--- config.mk ---
export PLATFORM = sky130hd
export DESIGN_NAME = hbf_front_end
export DESIGN_NICKNAME = d
export VERILOG_FILES = /design/src/rtl/hbf_pkg.sv /design/src/rtl/hbf_sync.sv /design/src/rtl/hbf_strobe_decode.sv /design/src/rtl/hbf_addr_path.sv /design/src/rtl/hbf_req_drive.sv /design/src/rtl/hbf_front_end.sv
export SDC_FILE = /design/constraint.sdc
export NUM_CORES = 1
export LEC_CHECK = 0
export ABC_AREA = 1
export BUFFER_PORTS_ARGS = -buffer_cell sky130_fd_sc_hd__buf_4
export CAP_MARGIN = 30
export CORE_UTILIZATION = 37
export CTS_CLUSTER_SIZE = 40
export DETAILED_ROUTE_END_ITERATION = 8
export PLACE_DENSITY = 0.71
export SLEW_MARGIN = 0
export SYNTH_ARGS = -nofsm -noshare
export SYNTH_HDL_FRONTEND = slang
export SYNTH_SLANG_ARGS = --single-unit
export TNS_END_PERCENT = 1
--- constraint.sdc ---
create_clock -name clk -period 1.9 [get_ports clk]
set_input_delay 0.095 -clock clk [delete_from_list [all_inputs] [get_ports clk]]
set_output_delay 0.095 -clock clk [all_outputs]
set_load 0.05 [all_outputs]
--- src/rtl/hbf_pkg.sv ---
package hbf_pkg;
  localparam int unsigned REQ_PADS = 2;

  typedef struct packed {
    logic ds;
    logic rw;
    logic rd;
    logic wr;
    logic adr;
  } hbf_strb_t;

  localparam int unsigned STRB_W = $bits(hbf_strb_t);
endpackage

--- src/rtl/hbf_sync.sv ---
module hbf_sync #(
  parameter int unsigned W      = 8,
  parameter int unsigned STAGES = 2
) (
  input  logic         clk,
  input  logic         rst_n,
  input  logic [W-1:0] d,
  output logic [W-1:0] q
);
  logic [STAGES-1:0][W-1:0] stg;

  for (genvar g = 0; g < STAGES; g++) begin : g_stg
    logic [W-1:0] stg_d;
    if (g == 0) begin : g_first
      assign stg_d = d;
    end else begin : g_next
      assign stg_d = stg[g-1];
    end
    always_ff @(posedge clk or negedge rst_n) begin
      if (!rst_n) stg[g] <= '0;
      else        stg[g] <= stg_d;
    end
  end

  assign q = stg[STAGES-1];
endmodule

--- src/rtl/hbf_strobe_decode.sv ---
module hbf_strobe_decode (
  input  logic clk,
  input  logic rst_n,
  input  logic dual,
  input  logic ds_a,
  input  logic rw,
  input  logic rd_a,
  input  logic wr_a,
  output logic rd_pulse,
  output logic wr_pulse,
  output logic rd_oe,
  output logic strobe_err
);
  logic [2:0] prev_q, prev_d;
  logic       ds_rise, rd_rise, wr_rise;

  always_comb begin
    prev_d = {ds_a, rd_a, wr_a};
  end

  always_ff @(posedge clk or negedge rst_n) begin
    if (!rst_n) prev_q <= '0;
    else        prev_q <= prev_d;
  end

  always_comb begin
    ds_rise = ds_a & ~prev_q[2];
    rd_rise = rd_a & ~prev_q[1];
    wr_rise = wr_a & ~prev_q[0];
    if (dual) begin
      rd_pulse   = rd_rise & ~wr_a;
      wr_pulse   = wr_rise & ~rd_a;
      rd_oe      = rd_a & ~wr_a;
      strobe_err = rd_a & wr_a;
    end else begin
      rd_pulse   = ds_rise & rw;
      wr_pulse   = ds_rise & ~rw;
      rd_oe      = ds_a & rw;
      strobe_err = 1'b0;
    end
  end
endmodule

--- src/rtl/hbf_addr_path.sv ---
module hbf_addr_path #(
  parameter int unsigned AD_W  = 8,
  parameter int unsigned SEL_W = 3
) (
  input  logic             clk,
  input  logic             rst_n,
  input  logic             mux,
  input  logic             as_a,
  input  logic [AD_W-1:0]  ad_s,
  input  logic [SEL_W-1:0] addr_s,
  output logic [SEL_W-1:0] sel
);
  logic [SEL_W-1:0] lat_q, lat_d;
  logic             lat_en;

  always_comb begin
    lat_en = mux & as_a;
    lat_d  = ad_s[SEL_W-1:0];
  end

  always_ff @(posedge clk or negedge rst_n) begin
    if (!rst_n)      lat_q <= '0;
    else if (lat_en) lat_q <= lat_d;
  end

  always_comb begin
    sel = mux ? lat_q : addr_s;
  end
endmodule

--- src/rtl/hbf_req_drive.sv ---
module hbf_req_drive
  import hbf_pkg::*;
(
  input  logic                req_en,
  input  logic                if_en,
  input  logic                od,
  input  logic                dbl,
  input  logic                req_tx,
  input  logic                req_rx,
  output logic [REQ_PADS-1:0] pad_o,
  output logic [REQ_PADS-1:0] pad_oe
);
  logic [REQ_PADS-1:0] lvl, used;
  logic                on;

  always_comb begin
    on      = req_en & if_en;
    lvl[0]  = dbl ? req_tx : (req_tx | req_rx);
    lvl[1]  = req_rx;
    used[0] = 1'b1;
    used[1] = dbl;
    for (int i = 0; i < int'(REQ_PADS); i++) begin
      if (!on || !used[i]) begin
        pad_o[i]  = 1'b0;
        pad_oe[i] = 1'b0;
      end else if (od) begin
        pad_o[i]  = 1'b0;
        pad_oe[i] = lvl[i];
      end else begin
        pad_o[i]  = ~lvl[i];
        pad_oe[i] = 1'b1;
      end
    end
  end
endmodule

--- src/rtl/hbf_front_end.sv ---
module hbf_front_end
  import hbf_pkg::*;
#(
  parameter int unsigned AD_W        = 8,
  parameter int unsigned SEL_W       = 3,
  parameter int unsigned SYNC_STAGES = 2
) (
  input  logic                clk,
  input  logic                rst_n,
  input  logic                cfg_ds_pol,
  input  logic                cfg_as_pol,
  input  logic                cfg_mux,
  input  logic                cfg_dual,
  input  logic                cfg_od,
  input  logic                cfg_req_en,
  input  logic                cfg_if_en,
  input  logic                cfg_dbl_req,
  input  logic                hb_ds,
  input  logic                hb_rw,
  input  logic                hb_rd,
  input  logic                hb_wr,
  input  logic                hb_as,
  input  logic [AD_W-1:0]     hb_ad,
  input  logic [SEL_W-1:0]    hb_addr,
  input  logic                req_tx,
  input  logic                req_rx,
  output logic                rd_pulse,
  output logic                wr_pulse,
  output logic [SEL_W-1:0]    reg_sel,
  output logic                rd_oe,
  output logic                strobe_err,
  output logic [REQ_PADS-1:0] req_pad_o,
  output logic [REQ_PADS-1:0] req_pad_oe
);
  localparam int unsigned SYNC_W = STRB_W + AD_W + SEL_W;

  logic [1:0]        rst_pipe;
  logic              rst_i_n;
  hbf_strb_t         strb_raw, strb_s;
  logic [SYNC_W-1:0] sync_d, sync_q;
  logic [AD_W-1:0]   ad_s;
  logic [SEL_W-1:0]  addr_s;

  always_ff @(posedge clk or negedge rst_n) begin
    if (!rst_n) rst_pipe <= 2'b00;
    else        rst_pipe <= {rst_pipe[0], 1'b1};
  end
  assign rst_i_n = rst_pipe[1];

  always_comb begin
    strb_raw.ds  = cfg_ds_pol ? hb_ds : ~hb_ds;
    strb_raw.rd  = cfg_ds_pol ? hb_rd : ~hb_rd;
    strb_raw.wr  = cfg_ds_pol ? hb_wr : ~hb_wr;
    strb_raw.adr = cfg_as_pol ? hb_as : ~hb_as;
    strb_raw.rw  = hb_rw;
    sync_d       = {strb_raw, hb_ad, hb_addr};
  end

  hbf_sync #(.W(SYNC_W), .STAGES(SYNC_STAGES)) u_sync (
    .clk   (clk),
    .rst_n (rst_i_n),
    .d     (sync_d),
    .q     (sync_q)
  );

  assign {strb_s, ad_s, addr_s} = sync_q;

  hbf_strobe_decode u_dec (
    .clk        (clk),
    .rst_n      (rst_i_n),
    .dual       (cfg_dual),
    .ds_a       (strb_s.ds),
    .rw         (strb_s.rw),
    .rd_a       (strb_s.rd),
    .wr_a       (strb_s.wr),
    .rd_pulse   (rd_pulse),
    .wr_pulse   (wr_pulse),
    .rd_oe      (rd_oe),
    .strobe_err (strobe_err)
  );

  hbf_addr_path #(.AD_W(AD_W), .SEL_W(SEL_W)) u_addr (
    .clk    (clk),
    .rst_n  (rst_i_n),
    .mux    (cfg_mux),
    .as_a   (strb_s.adr),
    .ad_s   (ad_s),
    .addr_s (addr_s),
    .sel    (reg_sel)
  );

  hbf_req_drive u_req (
    .req_en (cfg_req_en),
    .if_en  (cfg_if_en),
    .od     (cfg_od),
    .dbl    (cfg_dbl_req),
    .req_tx (req_tx),
    .req_rx (req_rx),
    .pad_o  (req_pad_o),
    .pad_oe (req_pad_oe)
  );
endmodule

==> results of run 1 <==
power by group:
| part | switching [mW] | internal, mW | leakage, nW |
|---|---|---|---|
| clock network | 0.181 | 0.133 | 0.0308 |
| logic | 0.126 | 0.101 | 0.399 |
| registers | 0.0241 | 0.690 | 0.352 |
cell type report:
type | count | area (um^2) | area share
inverter | 11 | 41.3 | 0.0275
multi-input combinational | 46 | 213 | 0.142
clock inverter | 2 | 10.0 | 0.00666
sequential | 30 | 751 | 0.500
tap | 30 | 37.5 | 0.0250
clock buffer | 5 | 37.5 | 0.0250
timing repair buffer | 50 | 413 | 0.275
registers in the layout, summed over array words and instances (netlist names):
signal and flops:
rst_pipe 2, u_addr.lat_q 3, u_sync.q 11, u_sync.g_stg.stg_d 11
u_dec.prev_q 3
through the flow:
stage	utilization	hold slack [ps]	setup WS, ps	instance area, um^2	std cells
5_1_grt	0.596	1.32	495	1500	174
3_5_place_dp	0.517	-122	920	1310	152
4_1_cts	0.596	10.7	577	1500	174
3_3_place_gp	0.517	-123	961	1310	152
6_report	0.596	16.4	609	1500	174
2_1_floorplan	-	-201	300	1010	88
cells by family after synthesis:
group           synth area share
simple gates               0.152
flops                      0.742
buf+inv                   0.0482
compound gates            0.0198
xor+xnor                  0.0346
other cells              0.00370
worst max path at each step:
| stage | startpoint | endpoint | cells after the start |
|---|---|---|---|
| 3_5_place_dp | u_sync.q[15]$_DFF_PN0_ | wr_pulse | 5 |
| 6_report | u_sync.q[15]$_DFF_PN0_ | rd_oe | 5 |
| 4_1_cts | u_sync.q[15]$_DFF_PN0_ | rd_oe | 5 |
| 3_3_place_gp | u_sync.q[15]$_DFF_PN0_ | rd_oe | 5 |
| 2_1_floorplan | u_sync.q[13]$_DFF_PN0_ | rd_oe | 2 |
| 5_1_grt | u_sync.q[15]$_DFF_PN0_ | rd_oe | 5 |
what timing repair did:
item                       4_1_cts  5_1_grt
hold buffers                    15        0
setup endpoints to repair        0        0
buffers inserted                 0        0
resized for setup                0        0
hold endpoints to repair        13        0
per-layer routing:
metal	global-route usage	vias to the layer above	part of all wire
met5	0	-	0
met4	0.0769	0	0.023
met3	0.0444	5	0.079
met2	0.224	32	0.54
met1	0.117	343	0.36
li1	-	374	-
cells in the mapped netlist, types with 3 or more instances:
cell type,count
o21ai_1,3
nor2_1,7
nand3_1,5
nand2_1,21
dfrtp_1,30
xnor2_1,4
inv_1,11
placed cells by master, fill, tap and decap left out:
cell	netlist	final
conb_1	1	1
dfrtp_1	30	30
clkinv_2	0	2
o21ai_0	1	1
clkbuf_4	0	5
nor2_2	1	1
nor2_1	7	7
nand2_1	21	21
o21ai_1	3	3
nor3_1	1	1
nand2_2	1	1
nand3_1	5	5
inv_1	11	11
dlygate4sd3_1	0	15
xnor2_1	4	4
buf_4	1	35
or2_0	1	1
==> results.json, run 1 <==
{
  "outcome": "finished clean",
  "vias": 754,
  "hold_viol": 0,
  "cp-start-kind": "flip-flop",
  "syn_nets": 116,
  "root_buffer": "clkbuf_4",
  "critPathCaptureType": "primary output",
  "io_pins": 39,
  "htreeDepth": 2,
  "hold_path.class": "input pin to flip-flop",
  "drv_slew": 0,
  "area_growth_pct": 48.5,
  "synth_edf_count": 0,
  "clkSlewWorstSetupHoldPaths_ps": 80,
  "p_leak_nw": 0.782,
  "avgSynthCellArea_um2": 11.5,
  "port-buffer-count": 33,
  "reg2reg_depth": 3,
  "synthArstFlopShare": 1.00,
  "n_fill_cell": 208,
  "nets": 172,
  "yosys_register_bits": 30,
  "route.detailed.drc": 0,
  "yosys.area.top_type": "dfrtp_1",
  "max_stage_delay_ps": 340,
  "post_drt_wl_per_cell_um": 9.42,
  "postRouteAntennaNets": 0,
  "globalRouteTotalUtil": 0.124,
  "rr_startpoint": "u_sync.q[11]$_DFF_PN0_",
  "insertion_delay_ps": 300,
  "rsz0062_at_grt": "no",
  "initial_core_util": 0.401,
  "min_period_ps": 1290,
  "grt_antenna_before_repair": 0,
  "path_class": "flip-flop to primary output",
  "yosys_warnings": 0,
  "yosys-top-cells-area": "dfrtp_1 74%, nand2_1 7.8%, inv_1 4.1%, xnor2_1 3.5%, nor2_1 2.6%",
  "grt_max_degree": 13,
  "die_x_um": 54.3,
  "coreArea_um2": 2520,
  "place_congestion": 0.661,
  "post-route-period-util": 0.679,
  "diodes": 0,
  "cp_top_family": "flip-flops",
  "ff2ff_setup_slack_ps": 1200,
  "fmax_ghz": 0.775,
  "grt_pass1_vias": 635,
  "clock_path_buffers": 2,
  "dr.first_iter.drc_count": 11,
  "rows": 18,
  "ys.flop_type": "dfrtp_1",
  "worstHoldStart": "cfg_ds_pol",
  "synth_area_um2": 1010,
  "grt_pass1_wl_um": 2440,
  "cp.arrival_ps": 1200,
  "path_cells": "inv_1, nor2_1, nand2_1, o21ai_0, buf_4",
  "drt-pass1-iter-count": 4,
  "critPathRequiredTime_ps": 1800,
  "hold-path-endpoint": "u_sync.g_stg[1].stg_d[13]$_DFF_PN0_",
  "timing.rr.end": "u_addr.lat_q[2]$_DFFE_PN0P_",
  "tritoncts": "yes",
  "worstPathMaxFanout": 3,
  "dp_hpwl_um": 1170,
  "clock-sinks": 30,
  "min_path_cells": 2,
  "cts_buffers": 5,
  "worst_clock_skew_ps": 5.11,
  "critPathSlowestCell": "dfrtp_1",
  "synth_cells": 88,
  "fin_tns_setup_ps": 0,
  "irDropWorstVdd_v": 0.000584,
  "yosysTopAreaCellShare": 0.742,
  "vias_per_cell": 4.33,
  "drive_above_1_share": 0.306,
  "synth-seq-area-share": 0.742,
  "worst-path-buf-inv": 2,
  "synth_cell_types": 14,
  "setup_viol": 0,
  "p_total_mw": 1.25,
  "cap_violations": 0,
  "grt_overflow": 0,
  "power.density_nw_per_um2": 835,
  "die_y_um": 54.3,
  "routed_wl_um": 1640,
  "die_area_um2": 2950
}
Note: power is estimated with default switching activity, not from simulation.
==> inputs of run 2 (changes only) <==
PLACE_DENSITY = 0.74   (was 0.71)
clock period = 1.1 ns   (was 1.9 ns; I/O delays follow)
==> run 2 against run 1 <==
Net effect:
- the flow now finishes with violations (setup timing)
- worst hold slack improved by 17 ps
- global-route usage rose by 2.5 points
- register-to-register slack got worse by 800 ps
- clock power rose by 110%
- count of clock-buffer cells in the layout rose by 2
- cell count rose by 0.57%
- first-iteration DRC count fell by 27%
- critical path depth fell by 1
- clock skew rose by 3.9 ps
- via count rose by 0.40%
- highest routed layer unchanged
==> results.json, run 2 (synthesized netlist as in run 1, its figures left out) <==
{
  "power.density_nw_per_um2": 1470,
  "post-route-util": 0.621,
  "port-buffer-count": 33,
  "initial_core_util": 0.401,
  "outcome": "finished, violations left",
  "clock_path_buffers": 2,
  "cts_buffers": 5,
  "grt_max_degree": 20,
  "postRouteAntennaNets": 0,
  "final_area_um2": 1570,
  "grt_pass1_vias": 756,
  "fin_tns_setup_ps": -400,
  "die_area_um2": 2950,
  "io_pins": 39,
  "fin_ws_ps": -134,
  "p_total_mw": 2.30,
  "worst_clock_skew_ps": 8.98,
  "route.detailed.drc": 0,
  "htreeDepth": 2,
  "grt_antenna_before_repair": 0,
  "hold_path.class": "input pin to flip-flop",
  "post_drt_wl_per_cell_um": 10.1,
  "drt-pass1-iter-count": 2,
  "wl_met3_um": 114,
  "dp_slack_ps": 122,
  "cp-start-kind": "flip-flop",
  "setup_viol": 4,
  "min_period_ps": 1230,
  "rows": 18,
  "hold_viol": 0,
  "drv_slew": 0,
  "top_layer": "met4",
  "vias": 757,
  "path_class": "flip-flop to primary output",
  "cap_violations": 0,
  "globalRouteTotalUtil": 0.148,
  "grt_overflow": 0,
  "die_x_um": 54.3,
  "worstPathMaxFanout": 3,
  "die_y_um": 54.3,
  "n_fill_cell": 188,
  "vias_per_cell": 4.33,
  "rsz0062_at_grt": "yes",
  "met2_length_um": 1010,
  "coreArea_um2": 2520,
  "critPathRequiredTime_ps": 1040,
  "m1WireLength_um": 627,
  "stdcell_count": 175,
  "irDropWorstVdd_v": 0.00116,
  "cp.arrival_ps": 1180,
  "routed_wl_um": 1770,
  "grt_pass1_wl_um": 2900,
  "drive_above_1_share": 0.372,
  "place_congestion": 0.696,
  "clock-sinks": 30,
  "failed_checks": "setup timing",
  "p_leak_nw": 0.797,
  "fmax_ghz": 0.810,
  "post-route-period-util": 1.12,
  "tritoncts": "yes",
  "nets": 172,
  "insertion_delay_ps": 320,
  "clkSlewWorstSetupHoldPaths_ps": 90,
  "dr.first_iter.drc_count": 8,
  "root_buffer": "clkbuf_4",
  "dp.cells": 152,
  "area_growth_pct": 54.8,
  "holdWs_ps": 33.8,
  "critPathCaptureType": "primary output",
  "diodes": 0,
  "dpl_cell_area_um2": 1310,
  "final_cell_mix": "29 x buf_4, 29 x dfrtp_1, 19 x nand2_1, 14 x dlygate4sd3_1, 11 x inv_1",
  "dp_hpwl_um": 1150
}
run 2: cell count changes in the layout (fill, tap and decap cells not counted), moves of 2 or more:
cell,change
o21ai_2,+3
buf_6,+7
nor2_1,-2
nand2_2,+2
nand2_1,-2
o21ai_1,-2
nor2_2,+2
buf_4,-6
run 2: timing repair:
item | in CTS | in global routing
endpoints found under the setup margin | 4 | 7
pin swaps | 0 | 4
resized for setup | 8 | 7
buffers inserted | 1 | 0
hold buffers | 14 | 0
hold endpoints to repair | 13 | 0
run 2: power breakdown:
group,leakage (nW),total (mW),switching (mW),internal (mW)
combinational,0.411,0.425,0.233,0.192
sequential,0.351,1.23,0.0418,1.19
clock,0.0353,0.645,0.336,0.309
total,0.797,2.30,0.610,1.69
run 2: final timing paths:
check                                       start                                  end  depth (start not counted)  slack [ps]
setup / recovery           u_sync.q[13]$_DFF_PN0_                             wr_pulse                          4        -130
hold / removal                            cfg_mux          u_addr.lat_q[1]$_DFFE_PN0P_                          3          30
hold reg to reg             rst_pipe[1]$_DFF_PN0_                u_sync.q[1]$_DFF_PN0_                          1         160
min in group asynchronous                   rst_n                rst_pipe[1]$_DFF_PN0_                          2          70
max in group asynchronous   rst_pipe[1]$_DFF_PN0_  u_sync.g_stg[1].stg_d[15]$_DFF_PN0_                          1         700
setup reg to reg           u_sync.q[12]$_DFF_PN0_            u_dec.prev_q[0]$_DFF_PN0_                          1         400
run 2: routing by layer:
layer  global-route usage  vias to the layer above
met4               0.0812                        0
met1                0.140                      351
met3               0.0583                        2
li1                     -                      374
met5                    0                        -
met2                0.270                       30
run 2: final cells by class:
cell class / count / area [um^2] / share of cell area
Sequential cell: 30 / 752 / 0.480
Timing Repair Buffer: 50 / 437 / 0.279
Multi-Input combinational cell: 46 / 239 / 0.153
Clock buffer: 7 / 55.1 / 0.0351
Inverter: 11 / 41.3 / 0.0264
Tap cell: 30 / 37.5 / 0.0240
Clock inverter: 1 / 5.00 / 0.00319
run 2: worst max-delay path, stage by stage, from the launching register on:
cell and delay (ps):
dfrtp_1 410, nor2_1 130, nand3_1 90, nand2_2 80, buf_6 150
